### src/rtl/gpio_regs_pkg.sv
package gpio_regs_pkg;

  localparam int DATA_W        = 32;
  localparam int FLD_W         = 3;
  localparam int PINS_PER_SEL  = 10;
  localparam int PINS_PER_BANK = 32;
  localparam int SEL_DATA_W    = FLD_W * PINS_PER_SEL;

  // word indices (byte offset / 4) of the register groups
  localparam int WORD_SEL0 = 0;
  localparam int WORD_SET0 = 7;
  localparam int WORD_CLR0 = 10;
  localparam int WORD_LEV0 = 13;

  typedef enum logic [FLD_W-1:0] {
    FN_IN   = 3'b000,
    FN_OUT  = 3'b001,
    FN_ALT5 = 3'b010,
    FN_ALT4 = 3'b011,
    FN_ALT0 = 3'b100,
    FN_ALT1 = 3'b101,
    FN_ALT2 = 3'b110,
    FN_ALT3 = 3'b111
  } pin_fn_e;

  function automatic int sel_word_of(int pin);
    return WORD_SEL0 + pin / PINS_PER_SEL;
  endfunction

  function automatic int sel_lsb_of(int pin);
    return FLD_W * (pin % PINS_PER_SEL);
  endfunction

  function automatic int bank_of(int pin);
    return pin / PINS_PER_BANK;
  endfunction

  function automatic int bank_bit_of(int pin);
    return pin % PINS_PER_BANK;
  endfunction

  function automatic logic fn_is_alt(logic [FLD_W-1:0] code);
    return code[2] | code[1];
  endfunction

  // 1xx -> alt0..3 from the low bits, 011 -> alt4, 010 -> alt5
  function automatic logic [FLD_W-1:0] fn_alt_index(logic [FLD_W-1:0] code);
    if (code[2])      return {1'b0, code[1:0]};
    else if (code[1]) return code[0] ? 3'd4 : 3'd5;
    else              return 3'd0;
  endfunction

endpackage

### src/rtl/gpio_wr_decode.sv
module gpio_wr_decode
  import gpio_regs_pkg::*;
#(
  parameter int NUM_PINS = 54,
  parameter int ADDR_W   = 8,
  localparam int NUM_SEL = (NUM_PINS + PINS_PER_SEL - 1) / PINS_PER_SEL
) (
  input  logic                bus_wr,
  input  logic [ADDR_W-1:0]   bus_addr,
  input  logic [DATA_W-1:0]   bus_wdata,
  output logic [NUM_SEL-1:0]  sel_we,
  output logic [NUM_PINS-1:0] set_mask,
  output logic [NUM_PINS-1:0] clr_mask
);
  logic [ADDR_W-1:0] word_idx;
  assign word_idx = bus_addr >> 2;

  for (genvar r = 0; r < NUM_SEL; r++) begin : g_sel_we
    assign sel_we[r] = bus_wr && (int'(word_idx) == WORD_SEL0 + r);
  end

  for (genvar n = 0; n < NUM_PINS; n++) begin : g_mask
    localparam int BANK = bank_of(n);
    localparam int BIT  = bank_bit_of(n);
    assign set_mask[n] = bus_wr && (int'(word_idx) == WORD_SET0 + BANK) && bus_wdata[BIT];
    assign clr_mask[n] = bus_wr && (int'(word_idx) == WORD_CLR0 + BANK) && bus_wdata[BIT];
  end
endmodule

### src/rtl/gpio_fsel_regs.sv
module gpio_fsel_regs
  import gpio_regs_pkg::*;
#(
  parameter int NUM_PINS = 54,
  localparam int NUM_SEL = (NUM_PINS + PINS_PER_SEL - 1) / PINS_PER_SEL
) (
  input  logic                      clk,
  input  logic                      rst_n,
  input  logic [NUM_SEL-1:0]        sel_we,
  input  logic [SEL_DATA_W-1:0]     sel_wdata,
  output logic [FLD_W*NUM_PINS-1:0] fn_flat
);
  for (genvar n = 0; n < NUM_PINS; n++) begin : g_pin
    localparam int WORD = sel_word_of(n) - WORD_SEL0;
    localparam int LSB  = sel_lsb_of(n);
    logic [FLD_W-1:0] fn_q;
    always_ff @(posedge clk or negedge rst_n) begin
      if (!rst_n)            fn_q <= FN_IN;
      else if (sel_we[WORD]) fn_q <= sel_wdata[LSB +: FLD_W];
    end
    assign fn_flat[n*FLD_W +: FLD_W] = fn_q;
  end
endmodule

### src/rtl/gpio_out_latch.sv
module gpio_out_latch #(
  parameter int NUM_PINS = 54
) (
  input  logic                clk,
  input  logic                rst_n,
  input  logic [NUM_PINS-1:0] set_mask,
  input  logic [NUM_PINS-1:0] clr_mask,
  output logic [NUM_PINS-1:0] latch_q
);
  // clear wins over set on the same bit
  always_ff @(posedge clk or negedge rst_n) begin
    if (!rst_n) latch_q <= '0;
    else        latch_q <= (latch_q | set_mask) & ~clr_mask;
  end
endmodule

### src/rtl/gpio_port_regs.sv
module gpio_port_regs
  import gpio_regs_pkg::*;
#(
  parameter int NUM_PINS = 54,
  parameter int ADDR_W   = 8
) (
  input  logic                      clk,
  input  logic                      rst_n,
  input  logic                      bus_wr,
  input  logic [ADDR_W-1:0]         bus_addr,
  input  logic [DATA_W-1:0]         bus_wdata,
  output logic [DATA_W-1:0]         bus_rdata,
  input  logic [NUM_PINS-1:0]       pin_in,
  output logic [NUM_PINS-1:0]       pin_out,
  output logic [NUM_PINS-1:0]       pin_oe,
  output logic [NUM_PINS-1:0]       pin_alt_en,
  output logic [FLD_W*NUM_PINS-1:0] pin_alt_sel
);
  localparam int NUM_SEL = (NUM_PINS + PINS_PER_SEL - 1) / PINS_PER_SEL;

  logic [NUM_SEL-1:0]        sel_we;
  logic [NUM_PINS-1:0]       set_mask;
  logic [NUM_PINS-1:0]       clr_mask;
  logic [NUM_PINS-1:0]       latch_q;
  logic [FLD_W*NUM_PINS-1:0] fn_flat;

  gpio_wr_decode #(.NUM_PINS(NUM_PINS), .ADDR_W(ADDR_W)) u_dec (
    .bus_wr   (bus_wr),
    .bus_addr (bus_addr),
    .bus_wdata(bus_wdata),
    .sel_we   (sel_we),
    .set_mask (set_mask),
    .clr_mask (clr_mask)
  );

  gpio_fsel_regs #(.NUM_PINS(NUM_PINS)) u_fsel (
    .clk      (clk),
    .rst_n    (rst_n),
    .sel_we   (sel_we),
    .sel_wdata(bus_wdata[SEL_DATA_W-1:0]),
    .fn_flat  (fn_flat)
  );

  gpio_out_latch #(.NUM_PINS(NUM_PINS)) u_latch (
    .clk     (clk),
    .rst_n   (rst_n),
    .set_mask(set_mask),
    .clr_mask(clr_mask),
    .latch_q (latch_q)
  );

  for (genvar n = 0; n < NUM_PINS; n++) begin : g_pad
    logic [FLD_W-1:0] code;
    assign code                           = fn_flat[n*FLD_W +: FLD_W];
    assign pin_oe[n]                      = (code == FN_OUT);
    assign pin_out[n]                     = latch_q[n] & pin_oe[n];
    assign pin_alt_en[n]                  = fn_is_alt(code);
    assign pin_alt_sel[n*FLD_W +: FLD_W]  = fn_alt_index(code);
  end

  logic [ADDR_W-1:0] rd_word;
  assign rd_word = bus_addr >> 2;

  always_comb begin
    bus_rdata = '0;
    for (int n = 0; n < NUM_PINS; n++) begin
      if (int'(rd_word) == sel_word_of(n))
        bus_rdata[sel_lsb_of(n) +: FLD_W] = fn_flat[n*FLD_W +: FLD_W];
      if (int'(rd_word) == WORD_LEV0 + bank_of(n))
        bus_rdata[bank_bit_of(n)] = pin_in[n];
    end
  end
endmodule

### config.mk
export PLATFORM = sky130hd
export DESIGN_NAME = gpio_port_regs
export DESIGN_NICKNAME = d
export VERILOG_FILES = /design/src/rtl/gpio_regs_pkg.sv /design/src/rtl/gpio_wr_decode.sv /design/src/rtl/gpio_fsel_regs.sv /design/src/rtl/gpio_out_latch.sv /design/src/rtl/gpio_port_regs.sv
export SDC_FILE = /design/constraint.sdc
export NUM_CORES = 1
export LEC_CHECK = 0
export ABC_AREA = 1
export ABC_CLOCK_PERIOD_IN_PS = 1500
export BUFFER_PORTS_ARGS = -buffer_cell sky130_fd_sc_hd__buf_2
export CORE_AREA = 2 2 178 180
export DETAILED_ROUTE_END_ITERATION = 16
export DIE_AREA = 0 0 180 182
export HOLD_SLACK_MARGIN = 0.02
export PLACE_DENSITY_LB_ADDON = 0.1
export SKIP_LAST_GASP = 1
export SLEW_MARGIN = 20
export SYNTH_ARGS = -nofsm -noshare
export SYNTH_HDL_FRONTEND = slang
export SYNTH_HIERARCHICAL = 1
export SYNTH_SLANG_ARGS = --single-unit
### constraint.sdc
create_clock -name clk -period 1.5 [get_ports clk]
set_clock_uncertainty 0.1 [all_clocks]
set_input_delay 0.15 -clock clk [delete_from_list [all_inputs] [get_ports clk]]
set_output_delay 0.15 -clock clk [all_outputs]
set_load 0.03 [all_outputs]
==> results.yml, run 1 <==
sta:
  max_slew_margin_pct: 66.2
  totalNegativeSetupSlack_ns: -76.06
  fmax_ghz: 0.488
  setup_ws_ns: -0.551
  layout_min_cycle_time_ns: 2.05
  tightest_slew_ns: 0.507
  holdWs_ns: 0.0573
  hold_viol: 0
  rsz0062_at_grt: "true"
  setup_viol: 354
  drv_slew: 0
  finalCritPeriodShare_pct: 137
pwr:
  power_leakage_nw: 13.0
  peakVddDrop_mv: 0.785
  powerDensity_mw_per_mm2: 1060
synth:
  syn_nets: 2099
  ys_types: 24
  synthCells: 2002
  syn-cell-area_mm2: 0.0128
  yosysSeqAreaShare_pct: 42.2
  yosys_warnings: 6
  syn_avg_cell_area_um2: 6.39
  synth_ff_type: "dfrtp_1"
  synth-seq-cells: 216
  postSynth.asyncResetShare_pct: 100
  synth_edf_count: 0
detailed_routing:
  ant_nets: 0
  drt_wl_total_mm: 69.4
  avgViaCountPerCell: 5.40
  wire_per_inst_um: 21.2
  drc: 0
  first_iter_violations: 1615
  vias: 17600
  drt_first_pass_iters: 8
final_layout:
  drive_gt1_share_pct: 54.3
  fin_nets: 2943
  stdcell_area_mm2: 0.0247
  post-route-util_pct: 79.6
  final_common_cell: "nand2_1"
  syn2layout_area_growth_pct: 92.7
  n_fill_cell: 1949
  most-common-layout-cells: "nand2_1 (656), buf_6 (456), nor2_1 (288), buf_4 (256), inv_2 (159)"
global_route:
  grt_max_degree: 53
  grt_pass1_wl_mm: 92.0
  grt_antenna_before_repair: 2
  grtUsageTotal_pct: 36.0
  gr-total-overflow: 0
  grt_pass1_vias: 15900
worst_setup_path:
  crit_fanout: 2
  cp_data_arrival_time_ns: 1.80
  end_kind: "output port"
  crit_slowest_cell: "dfrtp_1"
  crit_required_ns: 1.25
  critPathMostFrequentCell: "nor2_1"
  crit_chain: "inv_2 > nor2_1 > nor2_1 > nand3_1 > nand2_2 > nand4_1 > buf_6"
  crit_type: "reg -> out"
  cp-start-kind: "flop"
  slowest_delay_ns: 0.39
floorplan:
  die-area_mm2: 0.0328
  core_area_mm2: 0.0310
  std_cell_rows: 65
  start_util_pct: 41.3
  ios: 453
  die_w_um: 180
  fp.dieH_um: 182
place:
  dpl-instance-area_mm2: 0.0171
  port_buffers: 450
  globalplace.congestion: 0.935
  hpwl_mm: 42.1
cts:
  ctsLongestPathBuffers: 3
  cts_sinks: 216
  clock_latency_ns: 0.53
  clk_pin_slew_ns: 0.06
  clockRootBuffer: "clkbuf_16"
  cts_made_buffers: 24
  cts_tree: "built"
  htree_levels: 1
outcome:
  status: "finished with violations"
  violations: "negative setup slack"
min_path:
  hold_path_class: "in -> async"
run:
  max_cap_viol_count: 0
==> metal layers <==
| metal | routed length (um) | up-vias | track usage (%) |
|---|---|---|---|
| met2 | 32800 | 1210 | 59.6 |
| met4 | 4320 | 2 | 13.2 |
| met5 | 19 | - | 0 |
| met1 | 26200 | 8376 | 47.9 |
| li1 | - | 7718 | - |
| met3 | 6100 | 341 | 5.44 |
==> worst max-delay path, delay by kind of cell (launching register included) <==
kind          cells  cell delay [ns]
flops             1             0.39
simple gates      5             0.59
buf+inv           2             0.29
==> through the flow <==
step / std cells / total power [mW] / worst slack (ns)
2_1_floorplan: 2002 / 11.7 / -0.102
3_3_place_gp: 2921 / 14.3 / -0.374
3_5_place_dp: 2921 / 14.4 / -0.381
4_1_cts: 3141 / 23.6 / -0.505
5_1_grt: 3267 / 27.0 / -0.583
6_report: 3267 / 26.2 / -0.551
==> final cells by class <==
class                   count  area, um2  share of cell area (%)
inverters                 271       1080                    4.38
well taps                 402        503                    2.04
multi-input cells        1450       8150                    33.1
clock inverters            16        143                   0.578
repair buffers            883       8610                    34.9
diodes                      1       2.50                  0.0101
clock buffers              28        667                    2.70
flip-flops and latches    216       5500                    22.3
==> repair_timing <==
item	CTS	global route
setup endpoints to repair	354	356
pin swaps	130	154
resized for setup	1118	446
buffers inserted	146	155
hold buffers	33	0
cloned	0	0
hold endpoints to repair	399	0
==> registers in the layout, indices dropped and copies added (netlist names) <==
register,count
u_latch/latch_q,54
u_fsel/g_pin.fn_q,162
==> cells in the mapped netlist (11+ instances only) <==
cell type  instances  area share (%)
nand2_1          789              23
nor2_1           428              13
inv_1            261             7.7
dfrtp_1          216              42
buf_2             48             1.9
nor3b_1           48             2.8
nand3_1           39             1.5
a21oi_1           38             1.5
o21ai_0           29             1.1
nand4_1           26             1.3
buf_6             11            0.97
nor3_1            11            0.43
==> logic make-up (layout without fill, tap and decap cells) <==
family	count (synthesis)	in the layout	synth area share, %
AOI/OAI and AO/OA	85	85	3.68
DFF	216	216	42.2
buffers and inverters	336	1198	11.0
and+or+nand+nor	1365	1365	43.1
other	0	1	0
==> path summary, 6_finish.rpt <==
kind	start	to	slack (ns)	depth (start not counted)
worst max register to register	u_fsel/g_pin[17].fn_q[2]	u_fsel/g_pin[17].fn_q[2]	0.26	6
worst max-delay path	u_fsel/g_pin[3].fn_q[1]	bus_rdata[10]	-0.55	7
min in group clk	bus_addr[2]	u_fsel/g_pin[53].fn_q[1]	0.32	7
worst min register to register	u_fsel/g_pin[30].fn_q[0]	u_fsel/g_pin[30].fn_q[0]	0.38	2
max in group asynchronous	rst_n	u_fsel/g_pin[6].fn_q[2]	0.65	3
worst min-delay path	rst_n	u_fsel/g_pin[14].fn_q[0]	0.06	2
==> report_power, final <==
group | internal [mW] | switching [mW] | total, mW | leakage, nW
registers | 6.64 | 1.17 | 7.81 | 2.77
logic | 5.41 | 6.82 | 12.2 | 9.80
clock network | 3.53 | 2.60 | 6.13 | 0.406
total | 15.6 | 10.6 | 26.2 | 13.0
(Power assumes the default switching activity.)
==> run 2, diff against run 1 <==
Settings changed: CORE_AREA 2 2 178 180 to 2 2 175 177, DIE_AREA 0 0 180 182 to 0 0 177 179.
==> results.yml, run 2 (synthesized netlist as in run 1, its figures left out) <==
outcome:
  status: "finished with violations"
  violations: "negative setup slack"
worst_setup_path:
  r2r_end: "u_fsel/g_pin[3].fn_q[2]"
  end_kind: "output port"
  crit_start: "u_fsel/g_pin[18].fn_q[2]"
  crit_fanout: 3
  reg2reg_from: "u_fsel/g_pin[3].fn_q[2]"
  reg2regPathDepth: 6
  r2r_slack_ns: 0.25
  cp-start-kind: "flop"
  crit_type: "reg -> out"
  cp_data_arrival_time_ns: 1.99
  crit_required_ns: 1.25
sta:
  hold_viol: 0
  layout_min_cycle_time_ns: 2.24
  tightest_slew_ns: 0.474
  setup_viol: 353
  rsz0062_at_grt: "true"
  setup_ws_ns: -0.737
  fmax_ghz: 0.447
  finalCritPeriodShare_pct: 149
  holdWs_ns: 0.0197
  max_slew_margin_pct: 68.3
  drv_slew: 0
run:
  max_cap_viol_count: 0
detailed_routing:
  avgViaCountPerCell: 5.59
  drc: 0
  drt_first_pass_iters: 7
  wire_per_inst_um: 22.0
  vias: 18400
  ant_nets: 0
  first_iter_violations: 2217
  drt_wl_total_mm: 72.5
place:
  dpl-instance-area_mm2: 0.0170
  port_buffers: 450
  hpwl_mm: 41.5
  globalplace.congestion: 0.963
final_layout:
  n_fill_cell: 1655
  drive_gt1_share_pct: 55.4
  stdcell_area_mm2: 0.0249
  final_common_cell: "nand2_1"
  top_register: "u_fsel/g_pin.fn_q"
  regArea_mm2: 0.00550
  largest_reg_flops: 162
  fin_nets: 2973
  reg_top3: "u_fsel/g_pin.fn_q: 162 flops, u_latch/latch_q: 54 flops"
  most-common-layout-cells: "nand2_1 (645), buf_6 (452), buf_4 (301), nor2_1 (287), dfrtp_1 (140)"
  multiInputGateArea_mm2: 0.00823
  syn2layout_area_growth_pct: 94.9
cts:
  htree_levels: 1
  clock_latency_ns: 0.52
  cts_sinks: 216
  clk_pin_slew_ns: 0.07
  cts_tree: "built"
  clockRootBuffer: "clkbuf_16"
  ctsLongestPathBuffers: 3
  cts_made_buffers: 24
floorplan:
  die_w_um: 177
  fp.dieH_um: 179
  core_area_mm2: 0.0300
  start_util_pct: 42.6
  std_cell_rows: 64
  ios: 453
  die-area_mm2: 0.0317
pwr:
  powerDensity_mw_per_mm2: 1060
  power_leakage_nw: 13.2
  peakVddDrop_mv: 0.835
global_route:
  gr-total-overflow: 0
  grtUsageTotal_pct: 37.5
  grt_antenna_before_repair: 3
  grt_pass1_vias: 16000
  grt_max_degree: 41
  grt_pass1_wl_mm: 90.6
min_path:
  hold_path_class: "in -> async"
run 2: cell types whose count changed in the layout (fill, tap and decap cells not counted), sizes merged:
cell and change:
dlygate4sd3 +1, inv -1, clkinv -4, clkinvlp -2
buf +30, diode +3, clkbuf +4
run 2: per-stage QoR:
stage	TNS (ns)	setup slack, ns	instances	utilization [%]	total power, mW
floorplan	-0.606	-0.102	2002	-	11.7
global placement	-16.08	-0.427	2918	56.7	14.3
detailed placement	-16.52	-0.360	2918	56.7	14.4
CTS	-55.82	-0.504	3146	74.8	23.7
global route	-86.79	-0.849	3290	83.0	27.2
finish	-76.00	-0.737	3292	83.1	26.4
run 2: timing repair:
action | in CTS | in global routing
gates resized for setup | 1166 | 438
pin swaps | 179 | 178
hold buffers | 34 | 0
setup endpoints to repair | 352 | 355
endpoints found under the hold margin | 400 | 0
setup buffers | 157 | 172
run 2: metal layers:
metal  vias to the layer above  global-route usage (%)  wire length, um
met2                      1563                    61.2            33200
li1                       7782                       -                -
met5                         -                       0               13
met1                      8599                    49.7            25700
met3                       468                    6.55             8950
met4                         2                    14.3             4670
run 2: critical path: stages, from the launching register on:
cell and delay [ns]:
dfrtp_1 0.46, inv_2 0.16, o22ai_2 0.08, nor2_1 0.14
nand4_1 0.34, buf_6 0.28
run 2: worst max path at each step:
| stage | end | slack (ns) | cells past startpoint |
|---|---|---|---|
| 5_1_grt | bus_rdata[26] | -0.85 | 5 |
| 3_5_place_dp | bus_rdata[9] | -0.36 | 9 |
| 6_report | bus_rdata[26] | -0.74 | 5 |
| 4_1_cts | bus_rdata[9] | -0.50 | 7 |
| 3_3_place_gp | bus_rdata[9] | -0.43 | 9 |
| 2_1_floorplan | bus_rdata[23] | -0.10 | 6 |
run 2: final cells by class:
cell class	count	area share [%]
Timing Repair Buffer	913	35.2
Tap cell	396	1.99
Clock inverter	9	0.396
Inverter	271	4.49
Clock buffer	33	2.87
Multi-Input combinational cell	1450	33.0
Antenna cell	4	0.0401
Sequential cell	216	22.1
run 2: power by group:
part | internal [mW] | switching, mW | total [mW]
registers | 6.64 | 1.20 | 7.84
logic | 5.42 | 6.99 | 12.4
clock network | 3.67 | 2.53 | 6.19
==> run 3, diff against run 2 <==
Settings changed: SKIP_LAST_GASP 1 to unset.
==> results.yml, run 3 (synthesized netlist as in run 1, its figures left out) <==
pwr:
  share_comb_of_total_power_pct: 47.2
  p_sw_mw: 10.7
  total_power_mw: 26.5
  seqPwrFrac_pct: 29.6
  p_int_mw: 15.8
  powerDensity_mw_per_mm2: 1060
  p_sw_share_pct: 40.5
  peakVddDrop_mv: 0.744
  power_leakage_nw: 13.2
  clock_power_share_pct: 23.3
cts:
  clk_pin_slew_ns: 0.06
  htree_levels: 1
  cts_tree: "built"
  cts_made_buffers: 24
  clockRootBuffer: "clkbuf_16"
  cts_sinks: 216
  ctsLongestPathBuffers: 3
  clock_latency_ns: 0.51
final_layout:
  largest_reg_flops: 162
  syn2layout_area_growth_pct: 94.9
  layout.cells.non_filler: 3288
  fin_nets: 2969
  most-common-layout-cells: "nand2_1 (649), buf_6 (459), buf_4 (289), nor2_1 (286), inv_2 (142)"
  drive_gt1_share_pct: 55.6
  final_common_cell: "nand2_1"
  top_register: "u_fsel/g_pin.fn_q"
  post-route-util_pct: 83.1
  stdcell_area_mm2: 0.0249
  n_fill_cell: 1676
  reg_top3: "u_fsel/g_pin.fn_q: 162 flops, u_latch/latch_q: 54 flops"
global_route:
  gr-total-overflow: 0
  grt_max_degree: 41
  grt_pass1_vias: 16100
  grtUsageTotal_pct: 37.4
  grt_antenna_before_repair: 4
  grt_pass1_wl_mm: 90.6
outcome:
  violations: "negative setup slack"
  status: "finished with violations"
detailed_routing:
  drc: 0
  vias: 18400
  drt_first_pass_iters: 7
  first_iter_violations: 2154
  drt_wl_total_mm: 73.0
  ant_nets: 0
  wire_per_inst_um: 22.2
  avgViaCountPerCell: 5.60
worst_setup_path:
  r2r_end: "u_fsel/g_pin[21].fn_q[1]"
  crit_required_ns: 1.25
  reg2regPathDepth: 6
  cp_data_arrival_time_ns: 1.94
  end_kind: "output port"
  crit_type: "reg -> out"
  r2r_slack_ns: 0.23
  reg2reg_from: "u_fsel/g_pin[21].fn_q[1]"
  crit_fanout: 2
  cp-start-kind: "flop"
sta:
  holdWs_ns: 0.0173
  drv_slew: 0
  setup_viol: 353
  finalCritPeriodShare_pct: 146
  setup_ws_ns: -0.693
  layout_min_cycle_time_ns: 2.19
  fmax_ghz: 0.456
  tightest_slew_ns: 0.536
  hold_viol: 0
  rsz0062_at_grt: "true"
  max_slew_margin_pct: 64.2
place:
  globalplace.congestion: 0.963
  hpwl_mm: 41.5
  port_buffers: 450
  dp_cells: 2918
  dpl-instance-area_mm2: 0.0170
run:
  max_cap_viol_count: 0
floorplan:
  core_area_mm2: 0.0300
  ios: 453
  die-area_mm2: 0.0317
  fp.dieH_um: 179
  start_util_pct: 42.6
  std_cell_rows: 64
  die_w_um: 177
min_path:
  hold_path_class: "in -> async"
==> run 3: power by group through the flow <==
stage	Sequential, mW	Clock, mW	Combinational, mW
2_1_floorplan	7.29	0	4.41
3_3_place_gp	7.63	0	6.63
3_5_place_dp	7.64	0	6.72
4_1_cts	7.67	6.13	9.98
5_1_grt	7.89	6.41	13.0
6_report	7.84	6.17	12.5
==> run 3: metal layers <==
metal  part of all wire, %  wire [um]  vias up  track usage [%]
met3                    12       8740      467             5.89
li1                      -          -     7773                -
met4                   6.5       4750        2             14.3
met5                 0.047         34        -                0
met1                    36      26000     8611             49.8
met2                    46      33500     1568             61.3
==> run 3: worst max-delay path by stage <==
stage / from / end / slack, ns / depth (start not counted)
after detailed placement: bus_addr[7] / bus_rdata[9] / -0.36 / 9
final: u_fsel/g_pin[28].fn_q[0] / bus_rdata[24] / -0.69 / 3
after CTS: u_fsel/g_pin[0].fn_q[1] / bus_rdata[1] / -0.49 / 7
after global placement: bus_addr[7] / bus_rdata[9] / -0.43 / 9
after floorplan: bus_addr[5] / bus_rdata[23] / -0.10 / 6
after global routing: u_fsel/g_pin[29].fn_q[0] / pin_alt_sel[87] / -0.93 / 4
==> run 3: cell type report <==
class                           instances  area, um2  share of cell area (%)
Antenna cell                            4       10.0                  0.0401
Clock buffer                           33        716                    2.87
Clock inverter                          9       98.8                   0.396
Inverter                              271       1130                    4.53
Multi-Input combinational cell       1450       8190                    32.8
Sequential cell                       216       5500                    22.1
Tap cell                              396        495                    1.99
Timing Repair Buffer                  909       8800                    35.3
==> run 3: repair_timing <==
action                                   CTS  global route
endpoints found under the setup margin   352           355
hold buffers                              34             0
gates resized for setup                 1189           433
setup buffers                            157           167
pin swaps                                181           174
gates cloned                               0             0
hold endpoints to repair                 400             0
==> run 3: worst max-delay path, cell delays in order (launching register included) <==
cell and delay, ns:
dfrtp_1 0.56, inv_2 0.21, o2111ai_2 0.44, buf_6 0.20
==> run 3: metrics by stage <==
step / TNS (ns) / setup WS (ns)
3_5_place_dp: -16.52 / -0.360
5_1_grt: -86.51 / -0.927
3_3_place_gp: -16.08 / -0.427
4_1_cts: -55.37 / -0.494
6_report: -75.27 / -0.693
2_1_floorplan: -0.606 / -0.102
